<file path="config.mk">
export PLATFORM = sky130hd
export DESIGN_NAME = bl_pwm
export DESIGN_NICKNAME = d
export VERILOG_FILES = /design/src/rtl/bl_pwm_pkg.sv /design/src/rtl/bl_pwm_regs.sv /design/src/rtl/bl_pwm_core.sv /design/src/rtl/bl_pwm.sv
export SDC_FILE = /design/constraint.sdc
export NUM_CORES = 1
export LEC_CHECK = 0
export BUFFER_PORTS_ARGS = -buffer_cell sky130_fd_sc_hd__buf_2
export CORE_MARGIN = 2
export CORE_UTILIZATION = 40
export DETAILED_ROUTE_END_ITERATION = 8
export HOLD_SLACK_MARGIN = 0.03
export SETUP_SLACK_MARGIN = 0.3
export SLEW_MARGIN = 15
export SYNTH_ARGS = -nofsm -noshare
export SYNTH_HDL_FRONTEND = slang
export SYNTH_SLANG_ARGS = --single-unit
</file>
<file path="constraint.sdc">
create_clock -name clk -period 5.1 [get_ports clk]
set_clock_uncertainty 0.1 [all_clocks]
set_input_delay 0.255 -clock clk [delete_from_list [all_inputs] [get_ports clk]]
set_output_delay 0.255 -clock clk [all_outputs]
set_load 0.03 [all_outputs]
</file>
<file path="src/rtl/bl_pwm_pkg.sv">
package bl_pwm_pkg;
    // Register byte offsets
    localparam logic [3:0] OFS_CTRL = 4'h0;
    localparam logic [3:0] OFS_DIV  = 4'h4;
    localparam logic [3:0] OFS_TIME = 4'h8;
    // Control bit positions
    localparam int BIT_EN     = 0;
    localparam int BIT_MANUAL = 1;
    localparam int BIT_COMMIT = 2;
    // Field positions inside the divisor and timing registers
    localparam int DIV_LSB  = 16;
    localparam int PER_LSB  = 0;
    localparam int HIGH_LSB = 16;
endpackage

</file>
<file path="src/rtl/bl_pwm_regs.sv">
module bl_pwm_regs
    import bl_pwm_pkg::*;
#(
    parameter int DIV_W  = 10,
    parameter int PER_W  = 12,
    parameter int HIGH_W = 13,
    parameter int ADDR_W = 4,
    parameter int DATA_W = 32
) (
    input  logic              clk,
    input  logic              rst_n,
    input  logic              wr_stb,
    input  logic [ADDR_W-1:0] wr_addr,
    input  logic [DATA_W-1:0] wr_data,
    input  logic [ADDR_W-1:0] rd_addr,
    output logic [DATA_W-1:0] rd_data,
    output logic              en,
    output logic              manual,
    output logic              commit_pulse,
    output logic [DIV_W-1:0]  sh_div,
    output logic [PER_W-1:0]  sh_per,
    output logic [HIGH_W-1:0] sh_high
);
    typedef struct packed {
        logic              en;
        logic              manual;
        logic              commit;
        logic              pulse;
        logic [DIV_W-1:0]  div;
        logic [PER_W-1:0]  per;
        logic [HIGH_W-1:0] high;
    } regs_t;

    regs_t regs_d, regs_q;

    always_comb begin
        regs_d       = regs_q;
        regs_d.pulse = 1'b0;
        if (wr_stb) begin
            case (wr_addr)
                ADDR_W'(OFS_CTRL): begin
                    regs_d.en     = wr_data[BIT_EN];
                    regs_d.manual = wr_data[BIT_MANUAL];
                    regs_d.commit = wr_data[BIT_COMMIT];
                    regs_d.pulse  = wr_data[BIT_COMMIT] & ~regs_q.commit;
                end
                ADDR_W'(OFS_DIV):  regs_d.div = wr_data[DIV_LSB +: DIV_W];
                ADDR_W'(OFS_TIME): begin
                    regs_d.per  = wr_data[PER_LSB +: PER_W];
                    regs_d.high = wr_data[HIGH_LSB +: HIGH_W];
                end
                default: ;
            endcase
        end
    end

    always_ff @(posedge clk) begin
        if (!rst_n) regs_q <= '0;
        else        regs_q <= regs_d;
    end

    always_comb begin
        rd_data = '0;
        case (rd_addr)
            ADDR_W'(OFS_CTRL): begin
                rd_data[BIT_EN]     = regs_q.en;
                rd_data[BIT_MANUAL] = regs_q.manual;
                rd_data[BIT_COMMIT] = regs_q.commit;
            end
            ADDR_W'(OFS_DIV):  rd_data[DIV_LSB +: DIV_W] = regs_q.div;
            ADDR_W'(OFS_TIME): begin
                rd_data[PER_LSB +: PER_W]   = regs_q.per;
                rd_data[HIGH_LSB +: HIGH_W] = regs_q.high;
            end
            default: ;
        endcase
    end

    assign en           = regs_q.en;
    assign manual       = regs_q.manual;
    assign commit_pulse = regs_q.pulse;
    assign sh_div       = regs_q.div;
    assign sh_per       = regs_q.per;
    assign sh_high      = regs_q.high;
endmodule

</file>
<file path="src/rtl/bl_pwm_core.sv">
module bl_pwm_core #(
    parameter int DIV_W  = 10,
    parameter int PER_W  = 12,
    parameter int HIGH_W = 13
) (
    input  logic              clk,
    input  logic              rst_n,
    input  logic              en,
    input  logic              manual,
    input  logic              commit_pulse,
    input  logic [DIV_W-1:0]  sh_div,
    input  logic [PER_W-1:0]  sh_per,
    input  logic [HIGH_W-1:0] sh_high,
    output logic              pwm_o
);
    localparam int CMP_W = (HIGH_W > PER_W) ? HIGH_W : PER_W;

    typedef struct packed {
        logic              pending;
        logic [DIV_W-1:0]  pre;
        logic [PER_W-1:0]  per;
        logic [DIV_W-1:0]  div;
        logic [PER_W-1:0]  prd;
        logic [HIGH_W-1:0] high;
    } core_t;

    core_t core_d, core_q;

    logic [DIV_W-1:0]  pre_cnt;
    logic [PER_W-1:0]  per_cnt;
    logic [DIV_W-1:0]  act_div;
    logic [PER_W-1:0]  act_per;
    logic [HIGH_W-1:0] act_high;

    assign pre_cnt  = core_q.pre;
    assign per_cnt  = core_q.per;
    assign act_div  = core_q.div;
    assign act_per  = core_q.prd;
    assign act_high = core_q.high;

    always_comb begin
        logic tick_wrap;
        logic boundary;
        logic want;
        logic take;
        core_d    = core_q;
        tick_wrap = (pre_cnt == act_div);
        boundary  = tick_wrap && (per_cnt == act_per);
        want      = core_q.pending | commit_pulse;
        take      = (want | manual) & (~en | boundary);

        if (en) begin
            if (tick_wrap) begin
                core_d.pre = '0;
                core_d.per = boundary ? '0 : per_cnt + 1'b1;
            end else begin
                core_d.pre = pre_cnt + 1'b1;
            end
        end else begin
            core_d.pre = '0;
            core_d.per = '0;
        end

        core_d.pending = want & ~take;
        if (take) begin
            core_d.div  = sh_div;
            core_d.prd  = sh_per;
            core_d.high = sh_high;
        end
    end

    always_ff @(posedge clk) begin
        if (!rst_n) core_q <= '0;
        else        core_q <= core_d;
    end

    assign pwm_o = en & (CMP_W'(per_cnt) < CMP_W'(act_high));
endmodule

</file>
<file path="src/rtl/bl_pwm.sv">
module bl_pwm #(
    parameter int DIV_W  = 10,
    parameter int PER_W  = 12,
    parameter int HIGH_W = 13,
    parameter int ADDR_W = 4,
    parameter int DATA_W = 32
) (
    input  logic              clk,
    input  logic              rst_n,
    input  logic              wr_stb,
    input  logic [ADDR_W-1:0] wr_addr,
    input  logic [DATA_W-1:0] wr_data,
    input  logic [ADDR_W-1:0] rd_addr,
    output logic [DATA_W-1:0] rd_data,
    output logic              pwm_o
);
    logic              en;
    logic              manual;
    logic              commit_pulse;
    logic [DIV_W-1:0]  sh_div;
    logic [PER_W-1:0]  sh_per;
    logic [HIGH_W-1:0] sh_high;

    bl_pwm_regs #(
        .DIV_W(DIV_W), .PER_W(PER_W), .HIGH_W(HIGH_W),
        .ADDR_W(ADDR_W), .DATA_W(DATA_W)
    ) i_regs (
        .clk(clk), .rst_n(rst_n),
        .wr_stb(wr_stb), .wr_addr(wr_addr), .wr_data(wr_data),
        .rd_addr(rd_addr), .rd_data(rd_data),
        .en(en), .manual(manual), .commit_pulse(commit_pulse),
        .sh_div(sh_div), .sh_per(sh_per), .sh_high(sh_high)
    );

    bl_pwm_core #(
        .DIV_W(DIV_W), .PER_W(PER_W), .HIGH_W(HIGH_W)
    ) i_core (
        .clk(clk), .rst_n(rst_n),
        .en(en), .manual(manual), .commit_pulse(commit_pulse),
        .sh_div(sh_div), .sh_per(sh_per), .sh_high(sh_high),
        .pwm_o(pwm_o)
    );
endmodule

</file>
* After elaboration in Yosys (flattened, before gate mapping)
Index checks and enable logic that the tools add are counted.
** Operators by class
- Reduce and logical (&&, ||, !) cells :: 9
- Order comparisons :: 1
- Add/subtract/negate cells :: 2
- Muxes and demuxes :: 5
- Equal/unequal tests :: 6
- Bitwise logic cells :: 11
** Operator list (count)
- 10-bit one-hot mux with 2 select lines :: 1
- 12-bit by 13-bit < comparator with 1-bit output :: 1
- 12-bit by 1-bit adder with 12-bit output, second input constant :: 1
- 12-bit == test :: 1
- 12-bit 2-to-1 mux :: 1
- 10-bit by 1-bit adder with 10-bit output, second input constant :: 1
- 10-bit == test :: 1
- 9-bit 2-to-1 mux :: 1
- 4-bit by 3-bit == test with 1-bit output, second input constant :: 2
- 4-bit == test, second input constant :: 2
- 4-bit logical NOT :: 2
- 2-bit AND reduction :: 4
- 3-bit one-hot mux with 2 select lines :: 1
- 1-bit bitwise AND :: 4
- 1-bit NOT :: 4
- 3-bit 2-to-1 mux :: 1
- 1-bit bitwise OR :: 3
- 3-bit AND reduction :: 1
- 3-bit OR reduction :: 1
- 1-bit logical AND :: 1
** Storage, ports and cells
- Logic and storage cells :: 47
- Bits of input ports :: 43
- Register bits after elaboration :: 97

* Longest topological paths before layout
- Depth in word-level cells :: 6
- Depth in mapped cells :: 8

* Cells and area by module
Synthesis repeated with hierarchy kept, for this count alone.
** Unflattened totals
- Cell total of the unflattened synthesis :: 565
- Area, all modules :: 4823.4 um^2
** Modules (own cells, without submodules)
- bl_pwm_core :: cells each 331, times used 1, area an instance 2718.9 um^2
- bl_pwm_regs :: cells each 234, times used 1, area an instance 2104.5 um^2

* Least setup slack after synthesis
No wires, ideal clock.
- Path kind :: reg-to-output
- Start :: register i_core.core_q, in the netlist i_core.per_cnt[1]
- End :: output port pwm_o
- Cell stages (with the launch flop) :: 7
- Setup slack :: 3142 ps
- Arrival :: 1603 ps
- Required time :: 4745 ps
- Cells stage by stage :: dfxtp_1 -> ha_1 -> a21o_1 -> a21o_1 -> a211oi_1 -> or4_1 -> o311a_1
** On the way
- Cells in the longest elaborated chain, start to end :: 2
** Ends and longest elaborated chain
- from (decl) :: RTL line bl_pwm_core.sv:27 : core_t core_d, core_q;
- from (signal assigned) :: RTL line bl_pwm_core.sv:74 : else core_q <= core_d;
- 12-bit by 13-bit < comparator with 1-bit output :: RTL line bl_pwm_core.sv:77 : assign pwm_o = en & (CMP_W'(per_cnt) < CMP_W'(act_high));
- 1-bit bitwise AND :: RTL line bl_pwm_core.sv:77
- to (decl) :: RTL line bl_pwm.sv:15 : output logic pwm_o
Every way passes these cells.

* Final worst setup path
Ends and elaborated chain as after synthesis.

==> impl_metrics.tcl <==
set metrics [dict create \
    wl_per_cell_um 14.2 \
    ys_seq_elements 97 \
    synthFlopType "dfxtp_1" \
    design_area_um2 5210 \
    fin_ws_ps 2480 \
    leakagePower_nw 1.85 \
    p_total_mw 1.61 \
    cap_viol_max_count 0 \
    yosysUniqueCellTypes 39 \
    rr_endpoint "i_core.act_per[10]$_SDFFE_PN0P_" \
    max_freq_ghz 0.382 \
    synth_area_um2 4510 \
    clk_pin_slew_ps 70 \
    r2r_start "i_core.per_cnt[2]$_SDFFE_PN0N_" \
    dr_total_vias 3722 \
    antenna_cells 0 \
    arrival_ps 2270 \
    place_hpwl_um 7400 \
    netlist_top_cells_area "dfxtp_1, nand2_1, nand3_1" \
    post_synth_inst_count 549 \
    slowest_delay_ps 510 \
    drive_gt1_share_pct 14.5 \
    drv_slew 0 \
    finish.utilization_pct 47.7 \
    start_util_pct 41.2 \
    route.detailed.drc 0 \
    cts.hold.buffers_added 0 \
    critical_path.max_fanout 6 \
    dp.cells 721 \
    setup_violations 0 \
    hold-path-cell-count 3 \
    ys_async_sr_fraction_pct 0 \
    cts-root-buf "clkbuf_16" \
    avgSynthCellArea_um2 8.21 \
    via_per_inst 5.04 \
    yosysMostFrequentCell "nand2_1" \
    routed_wl_um 10500 \
    dr.pass1.iters 4 \
    postPlaceCellArea_um2 4860 \
    die_w_um 110 \
    rsz0062_at_grt "no" \
    hold_start "wr_data[6]" \
    grt_pass1_wl_um 17300 \
    grt_max_degree 80 \
    nets 649 \
    coreArea_um2 10900 \
    hold_class "primary input to register" \
    crit_path_top_delay_cell "dfxtp_1" \
    ir_drop_uv 132 \
    synth_top_cell_by_area "dfxtp_1" \
    yosysTopAreaCellShare_pct 43.1 \
    cts_resized 0 \
    worstSetupEndpointType "primary output" \
    finalSetupTns_ps 0 \
    insertion_delay_ps 350 \
    cts_tree "done" \
    worst_pin_slew_ps 1040 \
    grt_usage_pct 18.4 \
    synthToLayoutAreaGrowth_pct 15.7 \
    criticalPathCategory "register to primary output" \
    io_buffers 61 \
    clkSinkCount 97 \
    ys_warn_count 0 \
    cp_cell_sequence "ha_1 -> a21o_1 -> a21o_1 -> a211oi_1 -> or4_1 -> o311a_1 -> buf_2" \
    rr_worst_depth 7 \
    detail-route-antenna-nets 0 \
    gr-total-overflow 0 \
    synth-edff-count 0 \
    grt_antenna_before_repair 0 \
    h-tree-depth 3 \
    drt_iter0_markers 167 \
    gp_congestion 0.878 \
    clock_path_buffers 2 \
    hold_end "i_regs.sh_per[6]$_SDFFE_PN0P_" \
    relSlewSlack_pct 30.3 \
    finalHoldViolations 0 \
    ys_top_cells_by_count "nand2_1, dfxtp_1, nand3_1" \
    cts_setup_buffers 0 \
    pre_cts_ws_ps 2770 \
    worst_path_most_repeated_cell "a21o_1" \
    die_area_um2 12100 \
    grt_pass1_vias 3477 \
    fin_hold_ws_ps 55.7 \
    fp-row-count 38 \
    start_kind "register" \
    ios 76 \
    crit_required_ps 4740 \
    fin_crit_ps 2620 \
    period_share_pct 51.4 \
    power_density_nw_per_um2 308 \
    fin_cells 738 \
    status "finished, final reports clean" \
    fp.dieH_um 110 \
    seq_area_frac_synth_pct 43.1 \
    numCtsBuffers 9 \
    reg2reg_slack_ps 2790 \
]
==> placed cells by master (no fill, tap or decap), types with 5 or more instances in the layout <==
cell type,netlist,final
xor2_1,12,12
a22o_1,10,10
ha_1,13,13
o21ai_1,33,33
and2_1,12,12
nand4_1,10,10
nand2_1,108,108
a21boi_0,35,35
clkbuf_16,0,9
o21ai_0,5,5
nor2_1,37,37
nand3_1,53,53
conb_1,1,7
buf_2,12,61
dfxtp_1,97,97
nor3_1,5,5
xnor2_1,28,28
inv_1,13,13
mux2i_1,6,6
==> kinds of logic (layout without fill, tap and decap cells) <==
group | count (synthesis) | in the layout | synth area share (%)
AOI/OAI and AO/OA | 93 | 93 | 13.5
and+or+nand+nor | 247 | 247 | 25.3
xor gates and xnor gates | 40 | 40 | 7.77
other | 1 | 7 | 0.0832
muxes | 6 | 6 | 1.33
adders and majority gates | 13 | 13 | 3.61
buffers and inverters | 52 | 95 | 5.33
DFF | 97 | 97 | 43.1
==> sequential cells by signal (all words and copies together), names as in the netlist <==
signal               flops
i_regs.sh_per           12
i_core.act_div          10
i_regs.commit_pulse      1
i_regs.sh_div           10
i_core.per_cnt          12
i_regs.regs_q            1
i_regs.en                1
i_regs.sh_high          13
i_core.act_high         13
i_core.act_per          12
i_core.core_q            1
i_regs.manual            1
i_core.pre_cnt          10
==> layout make-up <==
type | instances | area [µm²]
tap | 140 | 175
inverter | 13 | 48.8
multi-input combinational | 406 | 2360
timing repair buffer | 66 | 350
clock inverter | 7 | 116
fill | 1083 | 5720
clock buffer | 9 | 225
sequential | 97 | 1940
==> report_power, final <==
part	leakage, nW	internal, mW	switching (mW)	total (mW)
Combinational	0.906	0.0212	0.0430	0.0642
Sequential	0.782	0.761	0.00368	0.765
Clock	0.166	0.479	0.299	0.778
==> worst max-delay path, delay by kind of cell, from the launching register on <==
kind,cells,cell delay [ps]
and+or+nand+nor,1,140
DFF,1,510
adders and majority gates,1,300
buffers and inverters,1,210
AOI/OAI and AO/OA,4,770
==> worst max path at each step <==
stage | from | end | slack (ps) | cells after the start
after floorplan | i_core.per_cnt[1]$_SDFFE_PN0N_ | pwm_o | 3140 | 6
after global placement | rst_n | i_core.per_cnt[5]$_SDFFE_PN0N_ | 2830 | 5
after detailed placement | rst_n | i_core.per_cnt[5]$_SDFFE_PN0N_ | 2770 | 5
after CTS | i_core.per_cnt[1]$_SDFFE_PN0N_ | pwm_o | 2490 | 7
after global routing | i_core.per_cnt[1]$_SDFFE_PN0N_ | pwm_o | 2390 | 7
final | i_core.per_cnt[1]$_SDFFE_PN0N_ | pwm_o | 2480 | 7
==> layer usage <==
metal,vias to the layer above,global-route usage (%),wire [µm]
met3,16,3.12,552
met5,-,0,0
met1,1684,26.3,5050
met4,0,7.95,220
li1,1923,-,-
met2,99,27.1,4630
No activity file was read; power rests on OpenSTA's default activity.
